--- config.mk ---
export PLATFORM = sky130hd
export DESIGN_NAME = gray_xcoder
export DESIGN_NICKNAME = d
export VERILOG_FILES = /design/src/rtl/gxc_pkg.sv /design/src/rtl/gxc_counter.sv /design/src/rtl/gxc_bin2gray.sv /design/src/rtl/gxc_gray2bin.sv /design/src/rtl/gray_xcoder.sv
export SDC_FILE = /design/constraint.sdc
export NUM_CORES = 1
export LEC_CHECK = 0
export BUFFER_PORTS_ARGS = -buffer_cell sky130_fd_sc_hd__buf_2
export CAP_MARGIN = 20
export CORE_MARGIN = 2
export CORE_UTILIZATION = 52
export CTS_CLUSTER_DIAMETER = 80
export DETAILED_ROUTE_END_ITERATION = 6
export GPL_ROUTABILITY_DRIVEN = 0
export GPL_TIMING_DRIVEN = 0
export HOLD_SLACK_MARGIN = 0.03
export PLACE_DENSITY = 0.88
export RECOVER_POWER = 50
export SLEW_MARGIN = 20
export SYNTH_ARGS = -nofsm -noshare
export SYNTH_HDL_FRONTEND = slang
export SYNTH_SLANG_ARGS = --single-unit
--- constraint.sdc ---
create_clock -name clk -period 2.4 [get_ports clk]
set_input_delay 0.12 -clock clk [delete_from_list [all_inputs] [get_ports clk]]
set_output_delay 0.12 -clock clk [all_outputs]
set_load 0.05 [all_outputs]
--- src/rtl/gxc_pkg.sv ---
package gxc_pkg;

    // Operating mode = {source select, direction select}
    typedef enum logic [1:0] {
        MODE_CNT_GRAY = 2'b00,
        MODE_CNT_BIN  = 2'b01,
        MODE_EXT_GRAY = 2'b10,
        MODE_EXT_BIN  = 2'b11
    } gxc_mode_e;

endpackage

--- src/rtl/gxc_counter.sv ---
module gxc_counter #(
    parameter int W = 8
) (
    input  logic         clk,
    input  logic         rst,
    input  logic         en,
    output logic [W-1:0] count
);

    logic [W-1:0] cnt_q;

    always_ff @(posedge clk) begin
        if (rst) begin
            cnt_q <= '0;
        end else if (en) begin
            cnt_q <= cnt_q + W'(1);
        end
    end

    assign count = cnt_q;

    AST_CNT_STEP: assert property (@(posedge clk) disable iff (rst)
        en |=> cnt_q == W'($past(cnt_q) + W'(1)));

    AST_CNT_HOLD: assert property (@(posedge clk) disable iff (rst)
        !en |=> $stable(cnt_q));

endmodule

--- src/rtl/gxc_bin2gray.sv ---
module gxc_bin2gray #(
    parameter int W = 8
) (
    input  logic [W-1:0] bin,
    output logic [W-1:0] gray
);

    assign gray[W-1] = bin[W-1];

    for (genvar i = 0; i < W - 1; i++) begin : g_bit
        assign gray[i] = bin[i] ^ bin[i+1];
    end

endmodule

--- src/rtl/gxc_gray2bin.sv ---
module gxc_gray2bin #(
    parameter int W = 8
) (
    input  logic [W-1:0] gray,
    output logic [W-1:0] bin
);

    // Ripple from the MSB down: each decoded bit folds in the one above
    always_comb begin
        logic acc;
        acc      = gray[W-1];
        bin[W-1] = acc;
        for (int i = W - 2; i >= 0; i--) begin
            acc    = acc ^ gray[i];
            bin[i] = acc;
        end
    end

endmodule

--- src/rtl/gray_xcoder.sv ---
module gray_xcoder
    import gxc_pkg::*;
#(
    parameter int W = 8
) (
    input  logic         clk,
    input  logic         rst,
    input  logic         cnt_en,
    input  logic         src_ext,
    input  logic         out_bin,
    input  logic [W-1:0] ext_code,
    output logic [W-1:0] code_q
);

    localparam int MSB = W - 1;

    gxc_mode_e    mode;
    logic [W-1:0] cnt_val;
    logic [W-1:0] src_word;
    logic [W-1:0] enc_word;
    logic [W-1:0] dec_word;
    logic [W-1:0] next_code;

    assign mode = gxc_mode_e'({src_ext, out_bin});

    gxc_counter #(.W(W)) u_cnt (
        .clk   (clk),
        .rst   (rst),
        .en    (cnt_en),
        .count (cnt_val)
    );

    always_comb begin
        unique case (mode)
            MODE_CNT_GRAY, MODE_CNT_BIN: src_word = cnt_val;
            MODE_EXT_GRAY, MODE_EXT_BIN: src_word = ext_code;
            default:                     src_word = cnt_val;
        endcase
    end

    gxc_bin2gray #(.W(W)) u_enc (
        .bin  (src_word),
        .gray (enc_word)
    );

    gxc_gray2bin #(.W(W)) u_dec (
        .gray (src_word),
        .bin  (dec_word)
    );

    always_comb begin
        unique case (mode)
            MODE_CNT_GRAY, MODE_EXT_GRAY: next_code = enc_word;
            MODE_CNT_BIN,  MODE_EXT_BIN:  next_code = dec_word;
            default:                      next_code = enc_word;
        endcase
    end

    always_ff @(posedge clk) begin
        if (rst) begin
            code_q <= '0;
        end else begin
            code_q <= next_code;
        end
    end

    AST_MSB_PASS: assert property (@(posedge clk) disable iff (rst)
        1'b1 |=> code_q[MSB] == $past(src_word[MSB]));

    AST_GRAY_ONE_STEP: assert property (@(posedge clk) disable iff (rst)
        (mode == MODE_CNT_GRAY && $past(mode == MODE_CNT_GRAY && cnt_en && !rst))
        |=> $countones(code_q ^ $past(code_q)) == 1);

    AST_EXT_FEEDS: assert property (@(posedge clk) disable iff (rst)
        (src_ext && !out_bin) |=> code_q[MSB] == $past(ext_code[MSB]));

endmodule

==> qor.txt, run 1 <==
sink count of the clock tree: 16
run status: finished, final reports clean
fin nets: 135
Final Hold Vio Count: 0
Worst Reg-to-Reg Cells: 5
met3 capacity usage during global routing: 3.53%
level count of the clock H-tree: 1
hold_sp: ext_code[7]
root buf cell: sky130_fd_sc_hd__clkbuf_4
die area: 2140 µm²
worst-case clock skew: 0.00599 ns
met2 Track Usage GR: 33.1%
Worst VDD drop: 0.304 mV
sink of the worst hold path: code_q[6]$_SDFF_PP0_
clock tree from TritonCTS: built
setup repair after global routing missed its margin: no
worst-path maximum fanout: 5
actual transition at the worst max-transition pin: 0.595 ns
category of the worst setup path launch point: register
cell depth of the worst hold path: 3
r2r startpoint: u_cnt.count[7]$_SDFFE_PP0P_
placed wire-length estimate: 1.33 mm
post-cts gate resize count: 0
power after layout: 598 µW
number of nets produced by synthesis: 113
synthesis-stage register bit count: 16
GRT Overall Usage: 19.2%
capture instance of the worst register-to-register path: code_q[2]$_SDFF_PP0_
instance count of the mapped netlist: 99
I/O Pins: 21
worst reg-to-reg setup slack: 0.60 ns
antenna violations before repair: 0
initial drt markers: 9
Std-Cell Core Area: 1710 µm²
number of buffers inserted during clock tree synthesis: 3
Max Slew Vio Count: 0
sequential standard cell area: 320 µm²
most used routing layer in global routing: met2
post-detailed-route DRC marker count: 0
worst max-slew margin expressed relative to the limit: 60.5%
cell area after synthesis: 927 µm²
Synth-to-Final Area Change: 13.9%
first-pass iteration count of the detailed router: 4
Worst Hold Class: input pin to register
total routed wirelength: 1.70 mm
number of buffers on the longest clock path: 2
via count: 717
WP data arrival: 1.98 ns
setup total negative slack: 0 ns
Crit path required time: 2.58 ns
Seq/Total Area, Yosys: 34.5%
post-route antenna net violation count: 0
critical path start-end classification: register to register
maximum clock rate: 556 MHz
DIE WIDTH: 46.2 µm
Core Rows: 15
leakage power of the design: 0.000443 µW
time the worst path needs with I/O delays and setup: 1.80 ns
Critical Path End Type: register
period utilisation layout: 74.9%
largest net degree at the start of global routing: 11
Starting Density: 54.3%
per-cell via count in the routed design: 4.98
global-route met1 utilization: 21.5%
Mean Syn Cell Area: 9.37 µm²
quantity of I/O buffers inserted on ports: 17
vertical extent of the die: 46.2 µm
number of antenna repair diodes: 0
number of distinct library cell variants in the gate-level netlist after synthesis: 24
total setup buffers inserted after CTS: 0
later-pin clock latency in the skew report: 0.29 ns
number of global-route vias before repair: 658
clock-pin transition on the worst setup and hold timing paths: 0.09 ns
Routed WL per cell: 11.8 µm
layout cell share with drive strength beyond 1: 16.0%
# fillers: 156
Post-CTS Hold Fix Bufs: 0
final global-route overflow total: 0
total of endpoints with negative setup slack in the final report: 0
Power Density: 566 nW/µm²
wire length of the first global-routing pass: 2.81 mm
yosys synthesis warning count: 0
total area of multi-input combinational cells: 576 µm²
max capacitance violation total: 0
==> cell usage after synthesis, drive strengths merged <==
| cell | instances | area [µm²] |
|---|---|---|
| a21oi | 4 | 20.0 |
| nor2b | 2 | 12.5 |
| a211oi | 1 | 7.51 |
| mux2 | 3 | 33.8 |
| xnor3 | 2 | 45.0 |
| mux2i | 9 | 103 |
| clkbuf | 5 | 18.8 |
| and3 | 1 | 6.26 |
| xnor2 | 10 | 87.6 |
| o31ai | 1 | 12.5 |
| ha | 1 | 12.5 |
| dfxtp | 16 | 320 |
| nand2 | 7 | 26.3 |
| buf | 2 | 8.75 |
| nor2 | 12 | 45.0 |
| nand4 | 3 | 18.8 |
| o21ai | 5 | 25.0 |
| inv | 1 | 3.75 |
| or3 | 4 | 25.0 |
| xor2 | 10 | 95.1 |
==> worst max-delay path, cell delays in order (launching register included) <==
cell,delay [ns]
sky130_fd_sc_hd__dfxtp_1,0.40
sky130_fd_sc_hd__xnor3_1,0.46
sky130_fd_sc_hd__mux2i_4,0.22
sky130_fd_sc_hd__xor2_2,0.13
sky130_fd_sc_hd__o21ai_1,0.16
sky130_fd_sc_hd__mux2_2,0.34
==> metrics by stage <==
step                      std cells  area [µm²]  worst slack, ns  hold WS (ns)  util, %
after global placement          141        1040            0.623         0.457     61.1
after floorplan                  99         927            0.707         0.314        -
after detailed placement        141        1040            0.592         0.467     61.1
after CTS                       144        1070            0.585         0.164     62.4
final                           144        1060            0.603         0.163     61.8
after global routing            144        1060            0.499         0.171     61.8
==> worst max-delay path by stage <==
stage | to | depth (start not counted) | slack [ns] | from
floorplan | code_q[2]$_SDFF_PP0_ | 5 | 0.71 | u_cnt.count[7]$_SDFFE_PP0P_
global placement | code_q[2]$_SDFF_PP0_ | 6 | 0.62 | u_cnt.count[6]$_SDFFE_PP0P_
detailed placement | code_q[2]$_SDFF_PP0_ | 5 | 0.59 | u_cnt.count[7]$_SDFFE_PP0P_
CTS | code_q[2]$_SDFF_PP0_ | 5 | 0.58 | u_cnt.count[7]$_SDFFE_PP0P_
global route | code_q[2]$_SDFF_PP0_ | 5 | 0.50 | u_cnt.count[7]$_SDFFE_PP0P_
finish | code_q[2]$_SDFF_PP0_ | 5 | 0.60 | u_cnt.count[7]$_SDFFE_PP0P_
==> layer usage <==
layer	up-vias	routed length, µm
li1	370	-
met1	323	770
met2	19	823
met3	5	66
met4	0	42
met5	-	0
==> final cells by class <==
| class | instances | share of cell area, % |
|---|---|---|
| Buffer | 7 | 2.61 |
| Clock buffer | 3 | 2.13 |
| Inverter | 1 | 0.355 |
| Multi-Input combinational cell | 75 | 54.5 |
| Sequential cell | 16 | 30.3 |
| Tap cell | 25 | 2.96 |
| Timing Repair Buffer | 17 | 7.11 |
==> power by group <==
| part | switching [µW] | total, µW | internal (µW) |
|---|---|---|---|
| Combinational | 108 | 169 | 61.1 |
| Sequential | 6.89 | 289 | 282 |
| Clock | 82.3 | 141 | 58.3 |
| Total | 197 | 598 | 401 |
==> kinds of logic (layout without fill, tap and decap cells) <==
family          after synthesis  in the layout  synth area share (%)
compound gates               11             11                  7.02
buf+inv                       8             28                  3.37
xor+xnor                     22             22                  24.6
simple gates                 29             29                  14.4
fa+ha+maj                     1              1                  1.35
flops                        16             16                  34.5
mux                          12             12                  14.7
==> state kept, by name, summed over array words and instances, names as in the netlist <==
name / flops
u_cnt.count: 8
code_q: 8
==> cell usage in the layout (no fill, tap or decap) <==
cell type / n
sky130_fd_sc_hd__xor2_1: 9
sky130_fd_sc_hd__o21ai_0: 4
sky130_fd_sc_hd__xnor2_1: 10
sky130_fd_sc_hd__or3_1: 4
sky130_fd_sc_hd__xor2_2: 1
sky130_fd_sc_hd__clkbuf_1: 13
sky130_fd_sc_hd__ha_1: 1
sky130_fd_sc_hd__buf_1: 1
sky130_fd_sc_hd__mux2i_1: 8
sky130_fd_sc_hd__o31ai_2: 1
sky130_fd_sc_hd__nand2_1: 7
sky130_fd_sc_hd__xnor3_1: 2
sky130_fd_sc_hd__mux2_2: 3
sky130_fd_sc_hd__nand4_1: 3
sky130_fd_sc_hd__clkbuf_4: 3
sky130_fd_sc_hd__dfxtp_1: 16
sky130_fd_sc_hd__nor2b_1: 2
sky130_fd_sc_hd__a211oi_1: 1
sky130_fd_sc_hd__and3_1: 1
sky130_fd_sc_hd__o21ai_1: 1
sky130_fd_sc_hd__mux2i_4: 1
sky130_fd_sc_hd__buf_2: 10
sky130_fd_sc_hd__nor2_1: 12
sky130_fd_sc_hd__a21oi_1: 4
sky130_fd_sc_hd__inv_1: 1
Power figures use the tool's default switching activity.
==> run 2: changes to the inputs <==
--- a/config.mk
+++ b/config.mk
@@ -5,16 +5,18 @@
 export SDC_FILE = /design/constraint.sdc
 export NUM_CORES = 1
 export LEC_CHECK = 0
+export ABC_AREA = 1
 export BUFFER_PORTS_ARGS = -buffer_cell sky130_fd_sc_hd__buf_2
 export CAP_MARGIN = 20
+export CORE_ASPECT_RATIO = 1.5
 export CORE_MARGIN = 2
-export CORE_UTILIZATION = 52
+export CORE_UTILIZATION = 47
 export CTS_CLUSTER_DIAMETER = 80
 export DETAILED_ROUTE_END_ITERATION = 6
 export GPL_ROUTABILITY_DRIVEN = 0
 export GPL_TIMING_DRIVEN = 0
 export HOLD_SLACK_MARGIN = 0.03
-export PLACE_DENSITY = 0.88
+export PLACE_DENSITY = 0.84
 export RECOVER_POWER = 50
 export SLEW_MARGIN = 20
 export SYNTH_ARGS = -nofsm -noshare
==> constraint.sdc (replaced) <==
create_clock -name clk -period 1.6 [get_ports clk]
set_input_delay 0.08 -clock clk [delete_from_list [all_inputs] [get_ports clk]]
set_output_delay 0.08 -clock clk [all_outputs]
set_load 0.05 [all_outputs]
==> run 2 against run 1 <==
Highest routed layer unchanged. Global-route usage increased by 0.31 points. Register-to-register slack got worse by 0.44 ns. Via count increased by 35%.
==> qor.txt, run 2 <==
initial drt markers: 36
clock tree from TritonCTS: built
yosys synthesis warning count: 0
dpl cells: 180
total of endpoints with negative setup slack in the final report: 0
final global-route overflow total: 0
instance count of the mapped netlist: 139
placed wire-length estimate: 1.65 mm
WP data arrival: 1.64 ns
via count: 967
total routed wirelength: 2.22 mm
antenna violations before repair: 0
clock-pin transition on the worst setup and hold timing paths: 0.11 ns
first-pass iteration count of the detailed router: 4
Worst Hold Class: input pin to register
total setup buffers inserted after CTS: 0
net switching power: 336 µW
Worst VDD drop: 0.428 mV
later-pin clock latency in the skew report: 0.29 ns
worst-path maximum fanout: 4
per-cell via count in the routed design: 5.20
number of buffers inserted during clock tree synthesis: 3
Synth-to-Final Area Change: 17.9%
Crit path required time: 1.80 ns
time the worst path needs with I/O delays and setup: 1.44 ns
Layout Cells excl Fill: 186
commonest cells after routing, fill and taps aside: sky130_fd_sc_hd__nand2_1, sky130_fd_sc_hd__dfxtp_1, sky130_fd_sc_hd__nand3_1, sky130_fd_sc_hd__inv_1, sky130_fd_sc_hd__a21oi_1
setup repair after global routing missed its margin: no
Mean Syn Cell Area: 6.89 µm²
Std-Cell Core Area: 1980 µm²
ys flop type: sky130_fd_sc_hd__dfxtp_1
Seq/Total Area, Yosys: 33.5%
Core Rows: 20
most area-hungry cell type in the Yosys netlist: sky130_fd_sc_hd__dfxtp_1
cell-internal power: 640 µW
share of flip-flops with an asynchronous set or reset: 0%
level count of the clock H-tree: 1
number of distinct library cell variants in the gate-level netlist after synthesis: 23
number of global-route vias before repair: 831
category of the worst setup path launch point: register
sink count of the clock tree: 16
period utilisation layout: 89.8%
# fillers: 195
die area: 2420 µm²
switching part of the total: 34.4%
Starting Density: 48.4%
wire length of the first global-routing pass: 3.28 mm
quantity of I/O buffers inserted on ports: 19
fin nets: 179
number of antenna repair diodes: 0
Worst Reg-to-Reg Cells: 8
largest net degree at the start of global routing: 11
commonest cells in the netlist: sky130_fd_sc_hd__nand2_1, sky130_fd_sc_hd__dfxtp_1, sky130_fd_sc_hd__nand3_1, sky130_fd_sc_hd__inv_1
setup total negative slack: 0 ns
post-route antenna net violation count: 0
number of buffers on the longest clock path: 2
worst max-slew margin expressed relative to the limit: 60.8%
root buf cell: sky130_fd_sc_hd__clkbuf_4
maximum clock rate: 696 MHz
launching instance or port of the critical path: u_cnt.count[4]$_SDFFE_PP0P_
sequential standard cell area: 320 µm²
number of nets produced by synthesis: 153
cell area after synthesis: 957 µm²
GRT Overall Usage: 19.5%
critical path start-end classification: register to register
layout cell share with drive strength beyond 1: 25.0%
Routed WL per cell: 11.9 µm
Critical Path End Type: register
actual transition at the worst max-transition pin: 0.590 ns
total area of multi-input combinational cells: 568 µm²
leakage power of the design: 0.000531 µW
Power Density: 864 nW/µm²
Final Hold Vio Count: 0
max capacitance violation total: 0
Max Slew Vio Count: 0
largest cells by area after synthesis: sky130_fd_sc_hd__dfxtp_1, sky130_fd_sc_hd__nand2_1, sky130_fd_sc_hd__nand2_2
run status: finished, final reports clean
I/O Pins: 21
crit path capture: code_q[2]$_SDFF_PP0_
worst-case clock skew: 0.00179 ns
synthesis-stage register bit count: 16
clock network fraction of design power: 29.1%
portion of synthesized cell area occupied by the leading cell type: 33.5%
most common library cell in the layout ignoring fill and taps: sky130_fd_sc_hd__nand2_1
sequential share of power: 44.1%
combinational power share: 26.8%
r2r startpoint: u_cnt.count[4]$_SDFFE_PP0P_
Post-synth EDFFs: 0
dominant cell by count in the synthesized netlist: sky130_fd_sc_hd__nand2_1
vertical extent of the die: 59.3 µm
capture instance of the worst register-to-register path: code_q[2]$_SDFF_PP0_
worst reg-to-reg setup slack: 0.16 ns
DIE WIDTH: 40.8 µm
post-detailed-route DRC marker count: 0
==> run 2: how the worst min path moves through the flow <==
stage	endpoint	slack (ns)	start	cells after the start
2_1_floorplan	u_cnt.count[1]$_SDFFE_PP0P_	0.17	cnt_en	1
3_3_place_gp	u_cnt.count[1]$_SDFFE_PP0P_	0.32	cnt_en	2
3_5_place_dp	code_q[5]$_SDFF_PP0_	0.33	rst	2
4_1_cts	code_q[1]$_SDFF_PP0_	0.12	out_bin	3
5_1_grt	code_q[0]$_SDFF_PP0_	0.14	ext_code[0]	4
6_report	code_q[1]$_SDFF_PP0_	0.12	out_bin	3
==> run 2: repair_timing <==
item,4_1_cts,5_1_grt
endpoints found under the setup margin,0,1
hold buffers,2,0
resized for setup,0,2
hold endpoints to repair,8,0
==> run 2: logic make-up (layout without fill, tap and decap cells) <==
family                   count (synthesis)  after routing  share of synthesized area, %
AO/OA/AOI/OAI                           21             21                          12.9
XOR/XNOR                                 2              2                          1.83
adder cells (fa/ha/maj)                  1              1                          1.31
buffers and inverters                   17             42                          7.84
flip-flops                              16             16                          33.5
multiplexers                             1              1                          1.05
AND/OR/NAND/NOR                         81             81                          41.6
==> run 2: cell type report <==
class	count	area share [%]
Multi-Input combinational cell	106	50.3
Sequential cell	16	28.4
Timing Repair Buffer	21	9.31
Inverter	15	4.99
Clock buffer	4	3.22
Tap cell	22	2.44
Buffer	2	1.33
==> run 2: worst max-delay path, cell delays in order, from the launching register on <==
cell	delay, ns
sky130_fd_sc_hd__dfxtp_1	0.36
sky130_fd_sc_hd__inv_1	0.11
sky130_fd_sc_hd__o21a_2	0.25
sky130_fd_sc_hd__nand2_1	0.06
sky130_fd_sc_hd__nand2_1	0.06
sky130_fd_sc_hd__nand3_1	0.11
sky130_fd_sc_hd__nand3_1	0.14
sky130_fd_sc_hd__a21oi_1	0.18
sky130_fd_sc_hd__nor2_1	0.06
==> run 2: power groups by stage <==
stage	clock (µW)	combinational [µW]	sequential, µW
floorplan	0	136	504
global placement	0	254	437
detailed placement	0	262	439
CTS	277	268	429
global route	301	285	433
finish	284	262	430
==> run 2: stage by stage <==
step	util (%)	cell area, µm²	hold WS, ns	setup slack, ns	total power (µW)
after floorplan	-	957	0.174	0.290	640
after global placement	54.6	1080	0.322	0.219	691
after detailed placement	54.6	1080	0.327	0.155	701
after CTS	57.5	1140	0.118	0.100	974
after global routing	57.1	1130	0.140	0.000124	1020
final	57.1	1130	0.121	0.163	976
==> run 2: layer usage <==
layer,share of wire [%],routed length [µm],vias up,global-route usage [%]
met4,1.4,30,0,9.52
li1,-,-,499,-
met1,39,875,447,20.6
met3,3.0,66,4,2.26
met5,0,0,-,0
met2,56,1240,17,35.0
==> run 3: changes to the inputs <==
--- a/config.mk
+++ b/config.mk
@@ -16,8 +16,9 @@
 export GPL_ROUTABILITY_DRIVEN = 0
 export GPL_TIMING_DRIVEN = 0
 export HOLD_SLACK_MARGIN = 0.03
-export PLACE_DENSITY = 0.84
+export PLACE_DENSITY = 0.83
 export RECOVER_POWER = 50
+export SETUP_SLACK_MARGIN = 0.4
 export SLEW_MARGIN = 20
 export SYNTH_ARGS = -nofsm -noshare
 export SYNTH_HDL_FRONTEND = slang
==> run 3 against run 2 <==
Total power is 4.1% higher. Routed wire length is 28% higher. Die area stayed put. Sequential power hardly changed. Final area is 32% higher. Worst hold slack worse by 0.0023 ns. Flip-flop and latch count stayed put. Via count is 16% higher. Clock skew is 0.0026 ns higher.
==> qor.txt, run 3 (synthesis results as in run 2) <==
run status: finished, final reports clean
quantity of I/O buffers inserted on ports: 19
clock network fraction of design power: 21.6%
initial drt markers: 47
total of endpoints with negative setup slack in the final report: 0
sequential share of power: 42.5%
number of global-route vias before repair: 998
dpl cells: 180
number of antenna repair diodes: 0
final global-route overflow total: 0
Critical Path End Type: register
level count of the clock H-tree: 1
# fillers: 139
number of buffers on the longest clock path: 2
Synth-to-Final Area Change: 55.4%
actual transition at the worst max-transition pin: 0.591 ns
worst max-slew margin expressed relative to the limit: 60.8%
worst-path maximum fanout: 3
cells along the critical path: nand2_1, nand2_1, nand2_4, nand2_4, nand2_4, nand3_4, nand3_2, nand3_4, nand3_2, nand2_1, nor2_1
post-route antenna net violation count: 0
maximum clock rate: 714 MHz
Power Density: 683 nW/µm²
period utilisation layout: 87.5%
post-detailed-route DRC marker count: 0
GRT Overall Usage: 22.1%
worst reg-to-reg setup slack: 0.20 ns
DIE WIDTH: 40.8 µm
Core Rows: 20
Routed WL per cell: 13.8 µm
Worst VDD drop: 0.537 mV
clock-pin transition on the worst setup and hold timing paths: 0.10 ns
largest delay contributor family on the critical path: simple AND/OR/NAND/NOR gates
per-cell via count in the routed design: 5.45
fin util: 75.3%
logic depth of the worst setup path including buffers: 11
category of the worst setup path launch point: register
sink count of the clock tree: 16
later-pin clock latency in the skew report: 0.28 ns
leakage power of the design: 0.000675 µW
time the worst path needs with I/O delays and setup: 1.40 ns
max capacitance violation total: 0
setup repair after global routing missed its margin: yes
net switching power: 377 µW
first-pass iteration count of the detailed router: 4
Starting Density: 48.4%
number of buffers and inverters on the critical path: 0
setup total negative slack: 0 ns
Max Slew Vio Count: 0
antenna violations before repair: 0
via count: 1122
most common library cell in the layout ignoring fill and taps: sky130_fd_sc_hd__nand2_1
largest net degree at the start of global routing: 11
Std-Cell Core Area: 1980 µm²
worst-case clock skew: 0.00442 ns
Crit path required time: 1.79 ns
placed wire-length estimate: 1.70 mm
layout cell share with drive strength beyond 1: 54.3%
delay of the slowest critical-path stage: 0.36 ns
Worst Hold Class: input pin to register
total routed wirelength: 2.84 mm
wire length of the first global-routing pass: 3.75 mm
cell depth of the worst hold path: 3
clock tree from TritonCTS: built
fin nets: 200
slowest CP cell: sky130_fd_sc_hd__dfxtp_1
I/O Pins: 21
cell-internal power: 639 µW
root buf cell: sky130_fd_sc_hd__clkbuf_4
number of buffers inserted during clock tree synthesis: 3
combinational power share: 35.9%
commonest cells after routing, fill and taps aside: sky130_fd_sc_hd__nand2_1, sky130_fd_sc_hd__buf_4, sky130_fd_sc_hd__nand2_2, sky130_fd_sc_hd__buf_2, sky130_fd_sc_hd__dfxtp_1
Worst Reg-to-Reg Cells: 11
worst path setup slack after routing: 0.200 ns
die area: 2420 µm²
Final Hold Vio Count: 0
critical path start-end classification: register to register
vertical extent of the die: 59.3 µm
WP data arrival: 1.59 ns
worst setup slack after placement: 0.136 ns
Layout Cells excl Fill: 206
switching part of the total: 37.1%
[run 3: changes by cell type in the layout (fill, tap and decap cells not counted), sizes merged]
cell / previous run / this run
buf: 12 / 33
clkbuf: 13 / 12
[run 3: metal layers]
| metal | vias to the layer above | routed length [µm] | global-route usage (%) |
|---|---|---|---|
| met3 | 6 | 144 | 4.51 |
| met4 | 0 | 53 | 13.3 |
| met1 | 529 | 1050 | 21.5 |
| li1 | 545 | - | - |
| met2 | 42 | 1590 | 39.1 |
| met5 | - | 0 | 0 |
[run 3: tightest hold or removal path: stages]
cell and delay [ns]:
sky130_fd_sc_hd__buf_2 0.13, sky130_fd_sc_hd__a21oi_1 0.07, sky130_fd_sc_hd__nor2_1 0.09
[run 3: worst paths after layout]
path                                       to                        start
setup / recovery         code_q[0]$_SDFF_PP0_  u_cnt.count[7]$_SDFFE_PP0P_
hold / removal    u_cnt.count[2]$_SDFFE_PP0P_                       cnt_en
setup reg to reg         code_q[0]$_SDFF_PP0_  u_cnt.count[7]$_SDFFE_PP0P_
hold reg to reg   u_cnt.count[7]$_SDFFE_PP0P_  u_cnt.count[6]$_SDFFE_PP0P_
[run 3: final cells by class]
| class | count | area, µm² | share of cell area [%] |
|---|---|---|---|
| Tap cell | 22 | 27.5 | 1.85 |
| Timing Repair Buffer | 42 | 263 | 17.7 |
| Inverter | 15 | 58.8 | 3.95 |
| Sequential cell | 16 | 328 | 22.0 |
| Buffer | 2 | 15.0 | 1.01 |
| Multi-Input combinational cell | 106 | 773 | 52.0 |
| Clock buffer | 3 | 22.5 | 1.51 |
[run 3: power groups by stage]
stage	Sequential, µW	Clock, µW	Combinational, µW
finish	432	219	365
global route	435	240	389
CTS	430	213	295
detailed placement	439	0	267
global placement	438	0	258
floorplan	504	0	139
[run 3: repair_timing]
action,CTS,global route
buffers inserted,10,11
pin swaps,5,26
hold buffers,1,1
setup endpoints to repair,8,10
resized for setup,13,44
endpoints found under the hold margin,1,3
[run 3: per-stage QoR]
step / cell area [µm²] / hold WS (ns) / power [µW]
after floorplan: 968 / 0.174 / 644
after global routing: 1490 / 0.145 / 1060
after detailed placement: 1090 / 0.330 / 706
after CTS: 1230 / 0.0303 / 937
final: 1490 / 0.118 / 1020
after global placement: 1090 / 0.324 / 696
